--- src/rtl/pws_pkg.sv ---
package pws_pkg;
   typedef enum logic [1:0] {
      ST_FAULT = 2'd0,
      ST_QUAL  = 2'd1,
      ST_CONN  = 2'd2,
      ST_READY = 2'd3
   } pws_state_e;
endpackage

--- src/rtl/pws_hyst_cmp.sv ---
// Single-threshold comparator with hysteresis. HIGH_SIDE picks the variant:
// 1 = trips above THR and recovers below THR-HYS, 0 = trips below THR and
// recovers above THR+HYS.
module pws_hyst_cmp #(
   parameter int VIN_W     = 16,
   parameter int THR       = 3250,
   parameter int HYS       = 50,
   parameter bit HIGH_SIDE = 1'b0
) (
   input  logic             clk,
   input  logic             rst,
   input  logic [VIN_W-1:0] vin,
   output logic             trip
);
   localparam logic [VIN_W-1:0] THR_V = VIN_W'(THR);

   initial assert (THR + HYS < (1 << VIN_W) && THR >= HYS && HYS >= 0)
      else $error("pws_hyst_cmp: threshold/hysteresis do not fit VIN_W");

   logic trip_q;
   assign trip = trip_q;

   generate
      if (HIGH_SIDE) begin : g_high
         localparam logic [VIN_W-1:0] REL_V = VIN_W'(THR - HYS);
         always_ff @(posedge clk) begin
            if (rst)                        trip_q <= 1'b0;
            else if (!trip_q && vin > THR_V) trip_q <= 1'b1;
            else if (trip_q && vin < REL_V)  trip_q <= 1'b0;
         end
         assert_ov_set_R8: assert property (@(posedge clk) disable iff (rst)
            $rose(trip_q) |-> $past(vin) > THR_V);
         assert_ov_clear_R8: assert property (@(posedge clk) disable iff (rst)
            $fell(trip_q) |-> $past(vin) < REL_V);
      end else begin : g_low
         localparam logic [VIN_W-1:0] REL_V = VIN_W'(THR + HYS);
         always_ff @(posedge clk) begin
            if (rst)                        trip_q <= 1'b1;
            else if (trip_q && vin > REL_V)  trip_q <= 1'b0;
            else if (!trip_q && vin < THR_V) trip_q <= 1'b1;
         end
         assert_uv_clear_R7: assert property (@(posedge clk) disable iff (rst)
            $fell(trip_q) |-> $past(vin) > REL_V);
         assert_uv_set_R7: assert property (@(posedge clk) disable iff (rst)
            $rose(trip_q) |-> $past(vin) < THR_V);
      end
   endgenerate
endmodule

--- src/rtl/pws_timer.sv ---
// Shared saturating qualification counter.
module pws_timer #(
   parameter int DELAY_CYC = 6_250_000
) (
   input  logic clk,
   input  logic rst,
   input  logic clr,
   input  logic en,
   output logic done
);
   localparam int             CW   = (DELAY_CYC > 2) ? $clog2(DELAY_CYC) : 1;
   localparam logic [CW-1:0]  LAST = CW'(DELAY_CYC - 1);

   initial assert (DELAY_CYC >= 2)
      else $error("pws_timer: DELAY_CYC must be at least 2");

   logic [CW-1:0] cnt;

   always_ff @(posedge clk) begin
      if (rst || clr)              cnt <= '0;
      else if (en && cnt != LAST)  cnt <= cnt + CW'(1);
   end

   assign done = (cnt == LAST);

   assert_cnt_bounded_R2: assert property (@(posedge clk) disable iff (rst)
      cnt <= LAST);
   assert_cnt_saturates_R2: assert property (@(posedge clk) disable iff (rst)
      (done && en && !clr) |=> done);
endmodule

--- src/rtl/pws_fsm.sv ---
// Sequencer: fault -> startup qualification -> connected (flag pending) -> ready.
module pws_fsm
   import pws_pkg::*;
(
   input  logic       clk,
   input  logic       rst,
   input  logic       in_win,
   input  logic       tmr_done,
   output pws_state_e state,
   output logic       tmr_clr,
   output logic       tmr_en
);
   pws_state_e st_q, st_d;

   always_comb begin
      st_d = st_q;
      unique case (st_q)
         ST_FAULT: if (in_win)        st_d = ST_QUAL;
         ST_QUAL:  if (!in_win)       st_d = ST_FAULT;
                   else if (tmr_done) st_d = ST_CONN;
         ST_CONN:  if (!in_win)       st_d = ST_FAULT;
                   else if (tmr_done) st_d = ST_READY;
         ST_READY: if (!in_win)       st_d = ST_FAULT;
         default:                     st_d = ST_FAULT;
      endcase
   end

   always_ff @(posedge clk) begin
      if (rst) st_q <= ST_FAULT;
      else     st_q <= st_d;
   end

   assign state   = st_q;
   assign tmr_clr = (st_d != st_q) || (st_q == ST_FAULT) || (st_q == ST_READY);
   assign tmr_en  = !tmr_clr;

   assert_fault_resets_R3: assert property (@(posedge clk) disable iff (rst)
      !in_win |=> st_q == ST_FAULT);
   assert_conn_after_qual_R2: assert property (@(posedge clk) disable iff (rst)
      (st_q == ST_CONN && $past(st_q) != ST_CONN) |-> $past(st_q) == ST_QUAL);
   assert_ready_after_conn_R4: assert property (@(posedge clk) disable iff (rst)
      (st_q == ST_READY && $past(st_q) != ST_READY) |-> $past(st_q) == ST_CONN);
endmodule

--- src/rtl/pwr_window_seq.sv ---
module pwr_window_seq
   import pws_pkg::*;
#(
   parameter int VIN_W     = 16,
   parameter int UV_MV     = 3250,
   parameter int UV_HYS    = 50,
   parameter int OV_MV     = 6400,
   parameter int OV_HYS    = 100,
   parameter int DELAY_CYC = 6_250_000
) (
   input  logic             clk,
   input  logic             rst,
   input  logic [VIN_W-1:0] vin_mv,
   input  logic             shdn,
   output logic             sw_on,
   output logic             flag_pull
);
   initial assert (OV_MV - OV_HYS > UV_MV + UV_HYS)
      else $error("pwr_window_seq: window bands overlap");

   logic       uv_trip, ov_trip, in_win;
   logic       tmr_clr, tmr_en, tmr_done;
   pws_state_e state;

   pws_hyst_cmp #(.VIN_W(VIN_W), .THR(UV_MV), .HYS(UV_HYS), .HIGH_SIDE(1'b0))
      u_uv (.clk(clk), .rst(rst), .vin(vin_mv), .trip(uv_trip));

   pws_hyst_cmp #(.VIN_W(VIN_W), .THR(OV_MV), .HYS(OV_HYS), .HIGH_SIDE(1'b1))
      u_ov (.clk(clk), .rst(rst), .vin(vin_mv), .trip(ov_trip));

   assign in_win = !uv_trip && !ov_trip;

   pws_timer #(.DELAY_CYC(DELAY_CYC))
      u_tmr (.clk(clk), .rst(rst), .clr(tmr_clr), .en(tmr_en), .done(tmr_done));

   pws_fsm u_fsm (
      .clk(clk), .rst(rst), .in_win(in_win), .tmr_done(tmr_done),
      .state(state), .tmr_clr(tmr_clr), .tmr_en(tmr_en)
   );

   // Window gating makes a fault open the switch in the cycle it is registered.
   assign sw_on     = in_win && !shdn && (state == ST_CONN || state == ST_READY);
   assign flag_pull = !(in_win && state == ST_READY);

   assert_sw_window_R1: assert property (@(posedge clk) disable iff (rst)
      sw_on |-> (!shdn && !uv_trip && !ov_trip));
   assert_fault_wins_R6: assert property (@(posedge clk) disable iff (rst)
      (uv_trip || ov_trip) |-> (!sw_on && flag_pull));
   assert_flag_state_R4: assert property (@(posedge clk) disable iff (rst)
      !flag_pull |-> state == ST_READY);
endmodule

--- config.mk ---
export PLATFORM = sky130hd
export DESIGN_NAME = pwr_window_seq
export DESIGN_NICKNAME = d
export VERILOG_FILES = /design/src/rtl/pws_pkg.sv /design/src/rtl/pws_hyst_cmp.sv /design/src/rtl/pws_timer.sv /design/src/rtl/pws_fsm.sv /design/src/rtl/pwr_window_seq.sv
export SDC_FILE = /design/constraint.sdc
export NUM_CORES = 1
export LEC_CHECK = 0
export BUFFER_PORTS_ARGS = -buffer_cell sky130_fd_sc_hd__buf_2
export CAP_MARGIN = 5
export CORE_ASPECT_RATIO = 0.6
export CORE_MARGIN = 10
export CORE_UTILIZATION = 60
export DETAILED_ROUTE_END_ITERATION = 6
export HOLD_SLACK_MARGIN = 0.15
export PLACE_DENSITY = 0.81
export SLEW_MARGIN = 0
export SYNTH_ARGS = -nofsm -noshare
export SYNTH_HDL_FRONTEND = slang
export SYNTH_SLANG_ARGS = --single-unit
--- constraint.sdc ---
create_clock -name clk -period 4 [get_ports clk]
set_input_delay 0 -clock clk [delete_from_list [all_inputs] [get_ports clk]]
set_output_delay 0 -clock clk [all_outputs]
set_load 0.1 [all_outputs]
Word-level counts from Yosys, hierarchy flattened --
Index checks and enable logic that the tools add are counted.
Word-level totals: input bits 19, logic and storage cells 47, bits in latches 0, output and inout bits 2, bits in read-only memories 0, memories 0, RAM bits 0, bits in registers 27
Cells by class: add/subtract/negate cells 1, equal/unequal tests 6, shift operators 0, bitwise logic cells 0, multipliers 0, magnitude comparators 4, muxes and demuxes 11, divide/modulo/power cells 0, reductions and logical operators 21
Operator list (number):
- $add A23 B1 Y23 const B | 1
- $eq A23 B23 Y1 const B | 1
- $ne A23 B23 Y1 const B | 1
- $gt A16 B12 Y1 const B | 1
- $gt A16 B13 Y1 const B | 1
- $lt A16 B12 Y1 const B | 1
- $lt A16 B13 Y1 const B | 1
- $mux W2 | 6
- $logic_and A1 B1 Y1 | 9
- $pmux W2 S4 | 1
- $logic_not A1 Y1 | 5
- $eq A2 B2 Y1 const B | 2
- $logic_or A1 B1 Y1 | 4
- $mux W1 | 4
- $reduce_bool A2 Y1 | 2
- $eq A2 B1 Y1 const B | 1
- $logic_not A2 Y1 | 1
- $ne A2 B2 Y1 | 1

Logic depth before layout (Yosys ltp) --
Gate-level depths: netlist of run 1.
depth after elaboration 9, mapped depth 6, depth with buffers taken out 5

Cells and area by module --
A second synthesis of run 1 with hierarchy kept.
Unflattened totals: cells, all modules 179, area, all modules 1503.9 µm²
Modules (own cells, without submodules):
- pws_timer | area each 1169.9 µm², times used 1, sequential area each 460.4 µm², cells each 139
- pws_hyst_cmp (u_uv) | area each 118.9 µm², times used 1, sequential area each 20.0 µm², cells each 16
- pws_fsm | area each 96.3 µm², times used 1, sequential area each 40.0 µm², cells each 10
- pws_hyst_cmp (u_ov) | area each 88.8 µm², times used 1, sequential area each 20.0 µm², cells each 11
- pwr_window_seq | area each 30.0 µm², times used 1, sequential area each 0.0 µm², cells each 3

Worst setup path before layout of run 1 --
Ideal clock, no wire load.
path type register -> register, from register u_tmr.cnt[0], to register u_tmr.cnt[18], library setup time 0.080 ns, setup slack 2.075 ns, path buffers 1, period minus slack after synthesis 1.925 ns, stages on the path, launching flop included 7, data arrival time 1.846 ns, path through dfxtp_1 -> ha_1 -> nand3_4 -> or3_4 -> buf_6 -> or4_4 -> a211oi_2
Between the ends: cells in the longest elaborated chain, start to end 9
Ends and longest elaborated chain:
- start, declared | RTL line pws_timer.sv:17 | logic [CW-1:0] cnt;
- start signal, assigned | RTL line pws_timer.sv:21 | else if (en && cnt != LAST) cnt <= cnt + CW'(1);
- $eq A23 B23 Y1 | RTL line pws_timer.sv:24 | assign done = (cnt == LAST);
- $mux W2, on equally long branches | RTL line pws_fsm.sv:22, pws_fsm.sv:20
- $mux W2, on equally long branches | RTL line pws_fsm.sv:21, pws_fsm.sv:19
- $pmux W2 S4 | RTL line pws_fsm.sv:17 | unique case (st_q)
- $ne A2 B2 Y1 | RTL line pws_fsm.sv:34 | assign tmr_clr = (st_d != st_q) || (st_q == ST_FAULT) || (st_q == ST_READY);
- $logic_or A1 B1 Y1 (2 in a row) | RTL line pws_fsm.sv:34
- $logic_not A1 Y1 | RTL line pws_fsm.sv:35 | assign tmr_en = !tmr_clr;
- $logic_and A1 B1 Y1 | RTL line pws_timer.sv:21
Parallel ways exist; a longest one is shown, timed or not. A chain may end at the register's enable or synchronous reset.

Final worst setup path of run 1 --
from register u_tmr.cnt[0], to register u_tmr.cnt[21]
The elaborated chain is that of the path after synthesis.

==> impl_metrics.sql, run 1 <==
INSERT INTO impl_metrics (metric_group, metric, value, unit) VALUES
('hold_path', 'whs_path_depth', '3', ''),
('worst_setup_path', 'worst-path-max-fanout', '16', ''),
('worst_setup_path', 'worstReg2RegEnd', 'u_tmr.cnt[21]', ''),
('clocking', 'cts_htree_levels', '1', ''),
('worst_setup_path', 'worst_r2r_startpoint', 'u_tmr.cnt[0]', ''),
('place', 'io_buffer_count', '20', ''),
('grt', 'antenna_found_initial', '0', ''),
('layout', 'layout_commonest_cell', 'sky130_fd_sc_hd__dfxtp_1', ''),
('timing', 'layout_setup_ws', '1.76', 'ns'),
('clocking', 'cts_tree', 'yes', ''),
('worst_setup_path', 'cp-end-kind', 'flop', ''),
('drt', 'detail_route.vias_per_cell', '6.39', ''),
('worst_setup_path', 'timing.reg2reg.worst_path_depth', '6', ''),
('run_status', 'outcome', 'finished, final reports clean', ''),
('hold_path', 'hold_path.class', 'input pin to flop', ''),
('timing', 'setup_viol', '0', ''),
('clocking', 'clk_transition_reported_paths', '0.09', 'ns'),
('drt', 'via_count_of_the_routed_design', '1380', ''),
('worst_setup_path', 'worst_setup_path_start_kind', 'flop', ''),
('die', 'core.rowCount', '13', ''),
('clocking', 'cts_hold_buf', '4', ''),
('logic_synthesis', 'synth.cell_area', '1450', 'um2'),
('place', 'detailedPlace.worstSlack', '1.78', 'ns'),
('layout', 'layout.cells.most_common_list', '27 x sky130_fd_sc_hd__dfxtp_1, 20 x sky130_fd_sc_hd__buf_2, 18 x sky130_fd_sc_hd__nor3_1, 10 x sky130_fd_sc_hd__nand3_1', ''),
('grt', 'grt_max_degree', '24', ''),
('grt', 'via_count_of_the_first_global_routing_pass', '1387', ''),
('timing', 'grt_setup_unrepaired', 'no', ''),
('grt', 'grt_util_met3', '3.91', '%'),
('power_and_ir_drop', 'power.ir.vdd_worst', '196', 'uV'),
('grt', 'global_route.peak_usage_layer', 'met2', ''),
('timing', 'max_freq', '447', 'MHz'),
('timing', 'final.hold.worst_slack', '0.187', 'ns'),
('clocking', 'tritoncts.num_buffers', '3', ''),
('logic_synthesis', 'synthesized_flop_and_latch_total', '27', ''),
('timing', 'worst-slew-pin-transition', '0.537', 'ns'),
('layout', 'drive_gt1_share', '18.8', '%'),
('clocking', 'root_buffer', 'sky130_fd_sc_hd__clkbuf_8', ''),
('timing', 'fin_crit', '2.24', 'ns'),
('grt', 'track_usage', '14.6', '%'),
('timing', 'final_hold_viol_count', '0', ''),
('layout', 'finish.utilization', '73.9', '%'),
('place', 'place_inst', '208', ''),
('clocking', 'clock_path_buffers', '2', ''),
('place', 'dpl_cell_area', '1560', 'um2'),
('timing', 'timing_max_transition_violations_final', '0', ''),
('drt', 'drt_first_iter_violations', '141', ''),
('timing', 'max-slew-margin-rel', '64.0', '%'),
('die', 'die_height', '58.0', 'um'),
('drt', 'wl', '3.49', 'mm'),
('drt', 'first_pass_iters', '4', ''),
('layout', 'insertedDiodeCount', '0', ''),
('logic_synthesis', 'synth_fp_nets', '183', ''),
('layout', 'layoutNonFillerInstCount', '216', ''),
('timing', 'post-route-period-util', '56.0', '%'),
('power_and_ir_drop', 'total_power', '0.458', 'mW'),
('hold_path', 'hp-start', 'vin_mv[8]', ''),
('grt', 'grt.met1_usage', '17.7', '%'),
('logic_synthesis', 'synth_sequential_area_ratio', '37.4', '%'),
('logic_synthesis', 'yosys.cell_types.count', '44', ''),
('grt', 'gr-total-overflow', '0', ''),
('clocking', 'cts_resized', '0', ''),
('hold_path', 'endpoint_of_the_worst_hold_path', 'u_uv.trip', ''),
('power_and_ir_drop', 'power.density_cell_area', '278', 'nW/um2'),
('grt', 'grt_pass1_wl', '6.03', 'mm'),
('die', 'floorplan.die_area', '4840', 'um2'),
('clocking', 'cts_post_setup_buffers_inserted', '0', ''),
('timing', 'finalClockSkew', '0.0131', 'ns'),
('run', 'max_cap_violations', '0', ''),
('clocking', 'clk_latency', '0.28', 'ns'),
('place', 'gpl.final_weighted_congestion', '0.819', ''),
('worst_setup_path', 'crit_type', 'flop to flop', '');
cell families after synthesis:
group	share of synthesized area (%)
AO/OA/AOI/OAI	16.2
XOR/XNOR	7.27
adder cells (fa/ha/maj)	0.865
buffers and inverters	3.11
flip-flops	37.4
AND/OR/NAND/NOR	35.2
metal layers:
metal	vias to the layer above	part of all wire [%]	routed length (um)
met5	-	0	0
met4	0	1.5	53
met3	7	5.8	204
met2	53	46	1600
met1	640	47	1630
li1	680	-	-
power breakdown:
| part | internal (mW) | switching (mW) |
|---|---|---|
| combinational | 0.0141 | 0.0124 |
| clock | 0.0709 | 0.0884 |
| sequential | 0.271 | 0.00178 |
| total | 0.356 | 0.103 |
registers in the layout, summed over array words and instances (netlist names):
register     flops
u_fsm.state      2
u_ov.trip        1
u_tmr.cnt       23
u_uv.trip        1
worst max path at each step:
stage	start	to	slack (ns)	cells past startpoint
after floorplan	u_tmr.cnt[0]	u_tmr.cnt[18]	2.07	6
after global placement	u_tmr.cnt[0]	u_tmr.cnt[4]	1.87	6
after detailed placement	u_tmr.cnt[0]	u_tmr.cnt[22]	1.78	6
after CTS	u_tmr.cnt[0]	u_tmr.cnt[22]	1.78	6
after global routing	u_tmr.cnt[0]	u_tmr.cnt[12]	1.58	6
final	u_tmr.cnt[0]	u_tmr.cnt[21]	1.76	6
final cells by class:
| type | count | area [um2] | share of cell area (%) |
|---|---|---|---|
| inverters | 3 | 11.3 | 0.684 |
| clock buffers | 3 | 41.3 | 2.51 |
| well taps | 30 | 37.5 | 2.28 |
| repair buffers | 25 | 148 | 8.97 |
| multi-input cells | 127 | 861 | 52.3 |
| clock inverters | 1 | 7.51 | 0.456 |
| flip-flops and latches | 27 | 541 | 32.8 |
cells in the mapped netlist, drive strengths merged:
library cell	n	area, um2
o21a	2	15.0
a21oi	3	15.0
or2	1	6.26
or4	7	60.1
nand2b	3	18.8
or3	5	36.3
nor3b	1	7.51
buf	5	30.0
nand3	11	67.6
nor2b	1	6.26
nand2	8	30.0
o31ai	6	45.0
a211o	1	8.76
o311a	1	10.0
clkbuf	1	3.75
nor3	19	100
a31oi	1	6.26
dfxtp	27	541
ha	1	12.5
o41a	1	11.3
xor2	4	35.0
and4	3	27.5
nand4b	2	17.5
and3	1	6.26
nor4b	1	8.76
a311o	1	10.0
a21bo	1	10.0
nor4	5	31.3
nand4	8	56.3
o21ai	5	25.0
a211oi	9	77.6
xnor2	8	70.1
and2	1	6.26
inv	3	11.3
nor2	6	22.5
worst max-delay path: stages, from the launching register on:
cell	delay (ns)
sky130_fd_sc_hd__dfxtp_1	0.41
sky130_fd_sc_hd__ha_1	0.28
sky130_fd_sc_hd__nand4_1	0.11
sky130_fd_sc_hd__or4_1	0.48
sky130_fd_sc_hd__nor3_2	0.44
sky130_fd_sc_hd__buf_4	0.33
sky130_fd_sc_hd__a211oi_1	0.06
Power figures use the tool's default switching activity.
==> inputs of run 2 (changes only) <==
--- a/config.mk
+++ b/config.mk
@@ -9,10 +9,10 @@
 export CAP_MARGIN = 5
 export CORE_ASPECT_RATIO = 0.6
 export CORE_MARGIN = 10
-export CORE_UTILIZATION = 60
+export CORE_UTILIZATION = 56
 export DETAILED_ROUTE_END_ITERATION = 6
 export HOLD_SLACK_MARGIN = 0.15
-export PLACE_DENSITY = 0.81
+export PLACE_DENSITY = 0.76
 export SLEW_MARGIN = 0
 export SYNTH_ARGS = -nofsm -noshare
 export SYNTH_HDL_FRONTEND = slang
==> constraint.sdc (replaced) <==
create_clock -name clk -period 2.2 [get_ports clk]
set_input_delay 0 -clock clk [delete_from_list [all_inputs] [get_ports clk]]
set_output_delay 0 -clock clk [all_outputs]
set_load 0.1 [all_outputs]
==> run 2 against run 1 <==
Net effect:
- first-iteration DRC count fell by 4.3%
- critical path depth fell by 1
- sequential power rose by 82%
- clock skew is 0.0067 ns lower
- sequential share of layout area shrank 0.15 points
- clock power rose by 75%
- power up 79%
- combinational power is 78% higher
- non-clock buffer count is 1 higher
- final cell count rose by 1.4%
- utilization fell by 7.4 points
- register-to-register slack lost 1.6 ns
- largest power group unchanged
==> impl_metrics.sql, run 2 (synthesized netlist as in run 1, its figures left out) <==
INSERT INTO impl_metrics (metric_group, metric, value, unit) VALUES
('worst_setup_path', 'worstReg2RegEnd', 'u_tmr.cnt[22]', ''),
('hold_path', 'hold_path.class', 'input pin to flop', ''),
('timing', 'grt_setup_unrepaired', 'no', ''),
('power_and_ir_drop', 'power.density_cell_area', '496', 'nW/um2'),
('worst_setup_path', 'crit_chain', 'ha_1, nand3_4, or3_4, or4_1, a211oi_1', ''),
('clocking', 'clock_path_buffers', '2', ''),
('drt', 'routedLengthMet1', '1.61', 'mm'),
('hold_path', 'whs_path_depth', '3', ''),
('worst_setup_path', 'worst_r2r_startpoint', 'u_tmr.cnt[0]', ''),
('clocking', 'cts_tree', 'yes', ''),
('run', 'max_cap_violations', '0', ''),
('worst_setup_path', 'cpMaxStageDelayCell', 'sky130_fd_sc_hd__or3_4', ''),
('timing', 'timing_max_transition_violations_final', '0', ''),
('die', 'core_area', '2490', 'um2'),
('die', 'pin_count', '21', ''),
('drt', 'first_pass_iters', '4', ''),
('drt', 'wl', '3.28', 'mm'),
('worst_setup_path', 'worst_setup_path_start_kind', 'flop', ''),
('die', 'die_height', '59.4', 'um'),
('drt', 'drc', '0', ''),
('place', 'io_buffer_count', '20', ''),
('timing', 'setup_viol', '0', ''),
('clocking', 'clk_transition_reported_paths', '0.09', 'ns'),
('die', 'initial_core_util', '58.1', '%'),
('drt', 'routedWlPerCell', '15.0', 'um'),
('drt', 'met3_routed_length', '171', 'um'),
('drt', 'via_count_of_the_routed_design', '1351', ''),
('die', 'floorplan.die_area', '5080', 'um2'),
('power_and_ir_drop', 'power.ir.vdd_worst', '380', 'uV'),
('worst_setup_path', 'crit_type', 'flop to flop', ''),
('hold_path', 'endpoint_of_the_worst_hold_path', 'u_uv.trip', ''),
('grt', 'track_usage', '12.9', '%'),
('timing', 'max_freq', '495', 'MHz'),
('grt', 'gr-total-overflow', '0', ''),
('grt', 'grt_pass1_wl', '5.50', 'mm'),
('layout', 'fillerInstances', '203', ''),
('layout', 'layout.cells.most_common_list', '27 x sky130_fd_sc_hd__dfxtp_1, 20 x sky130_fd_sc_hd__buf_2, 18 x sky130_fd_sc_hd__nor3_1, 10 x sky130_fd_sc_hd__nand3_1', ''),
('timing', 'final_hold_viol_count', '0', ''),
('clocking', 'tritoncts.num_buffers', '3', ''),
('die', 'core.rowCount', '14', ''),
('layout', 'largest_reg_flops', '23', ''),
('timing', 'max-slew-margin-rel', '67.1', '%'),
('worst_setup_path', 'worst-path-buf-inv', '0', ''),
('clocking', 'cts_post_setup_buffers_inserted', '0', ''),
('grt', 'antenna_found_initial', '0', ''),
('layout', 'layout_commonest_cell', 'sky130_fd_sc_hd__dfxtp_1', ''),
('timing', 'final.hold.worst_slack', '0.195', 'ns'),
('drt', 'met2WireLength', '1.49', 'mm'),
('timing', 'fin_setup_tns', '0', 'ns'),
('worst_setup_path', 'data_arrival_time_at_the_worst_slack_endpoint', '2.22', 'ns'),
('layout', 'fin_nets', '208', ''),
('clocking', 'cts_htree_levels', '1', ''),
('worst_setup_path', 'worst-path-max-fanout', '11', ''),
('layout', 'sequential_cell_area', '541', 'um2'),
('worst_setup_path', 'critical_path_required', '2.40', 'ns'),
('hold_path', 'hp-start', 'vin_mv[6]', ''),
('place', 'place_hpwl', '2.41', 'mm'),
('worst_setup_path', 'slowest_delay', '0.47', 'ns'),
('layout', 'area_occupied_by_multi_input_gates', '861', 'um2'),
('drt', 'top_signal_layer_used', 'met4', ''),
('timing', 'finalClockSkew', '0.00644', 'ns'),
('worst_setup_path', 'setup.reg_to_reg.worst_slack', '0.18', 'ns'),
('layout', 'insertedDiodeCount', '0', ''),
('drt', 'drt_first_iter_violations', '135', ''),
('drt', 'antenna_left', '0', ''),
('place', 'gpl.final_weighted_congestion', '0.866', ''),
('grt', 'via_count_of_the_first_global_routing_pass', '1239', ''),
('die', 'die_w', '85.6', 'um'),
('worst_setup_path', 'cpLargestDelayFamily', 'simple AND/OR/NAND/NOR gates', ''),
('power_and_ir_drop', 'cellLeakagePower', '0.490', 'nW'),
('run_status', 'outcome', 'finished, final reports clean', ''),
('worst_setup_path', 'cp-end-kind', 'flop', ''),
('layout', 'registers.top_by_ff_count', 'u_tmr.cnt', ''),
('grt', 'grt_max_degree', '24', ''),
('timing', 'fin_crit', '2.02', 'ns'),
('clocking', 'root_buffer', 'sky130_fd_sc_hd__clkbuf_8', ''),
('clocking', 'tritoncts_num_sinks', '27', ''),
('layout', 'drive_gt1_share', '19.3', '%'),
('timing', 'worst-slew-pin-transition', '0.493', 'ns'),
('clocking', 'clk_latency', '0.27', 'ns'),
('layout', 'area_growth_syn_to_layout', '14.4', '%'),
('worst_setup_path', 'timing.reg2reg.worst_path_depth', '5', ''),
('timing', 'post-route-period-util', '91.7', '%'),
('drt', 'detail_route.vias_per_cell', '6.17', '');
run 2: through the flow:
stage               std cells  utilization [%]  instance area, um2  setup WS (ns)  power, mW
floorplan                 163                -                1450          0.275      0.522
global placement          211             63.0                1570          0.227      0.545
detailed placement        211             63.0                1570          0.175      0.547
CTS                       219             66.5                1650          0.185      0.825
global route              219             66.5                1650         0.0740      0.850
finish                    219             66.5                1650          0.182      0.821
run 2: power by group:
part | leakage [nW] | switching, mW | internal [mW] | total [mW]
Clock | 0.0255 | 0.152 | 0.127 | 0.279
Combinational | 0.247 | 0.0215 | 0.0256 | 0.0471
Sequential | 0.218 | 0.00321 | 0.492 | 0.495
Total | 0.490 | 0.177 | 0.644 | 0.821
run 2: cell type report:
cell class / instances / share of cell area (%)
Multi-Input combinational cell: 127 / 52.0
Sequential cell: 27 / 32.7
Inverter: 3 / 0.681
Clock buffer: 3 / 2.50
Tap cell: 32 / 2.42
Clock inverter: 1 / 0.303
Timing Repair Buffer: 26 / 9.38
run 2: repair_timing:
item | in CTS | in global routing
endpoints found under the setup margin | 0 | 0
endpoints found under the hold margin | 4 | 0
gates resized for setup | 0 | 0
hold buffers | 4 | 0
run 2: per-layer routing:
metal	up-vias	global-route usage, %
li1	684	-
met1	631	17.0
met2	34	19.7
met3	2	4.40
met4	0	3.27
met5	-	0
run 2: how the worst max path moves through the flow:
stage	from	to	slack (ns)	cells after the start
4_1_cts	u_tmr.cnt[0]	u_tmr.cnt[22]	0.19	5
2_1_floorplan	u_tmr.cnt[0]	u_tmr.cnt[18]	0.27	6
3_5_place_dp	u_tmr.cnt[0]	u_tmr.cnt[22]	0.17	5
5_1_grt	u_tmr.cnt[0]	u_tmr.cnt[22]	0.07	5
3_3_place_gp	u_tmr.cnt[0]	u_tmr.cnt[22]	0.23	5
6_report	u_tmr.cnt[0]	u_tmr.cnt[22]	0.18	5
run 2: tightest hold or removal path, cell delays in order:
cell                      delay [ns]
sky130_fd_sc_hd__buf_2          0.12
sky130_fd_sc_hd__o21ai_0        0.19
sky130_fd_sc_hd__a211o_1        0.13
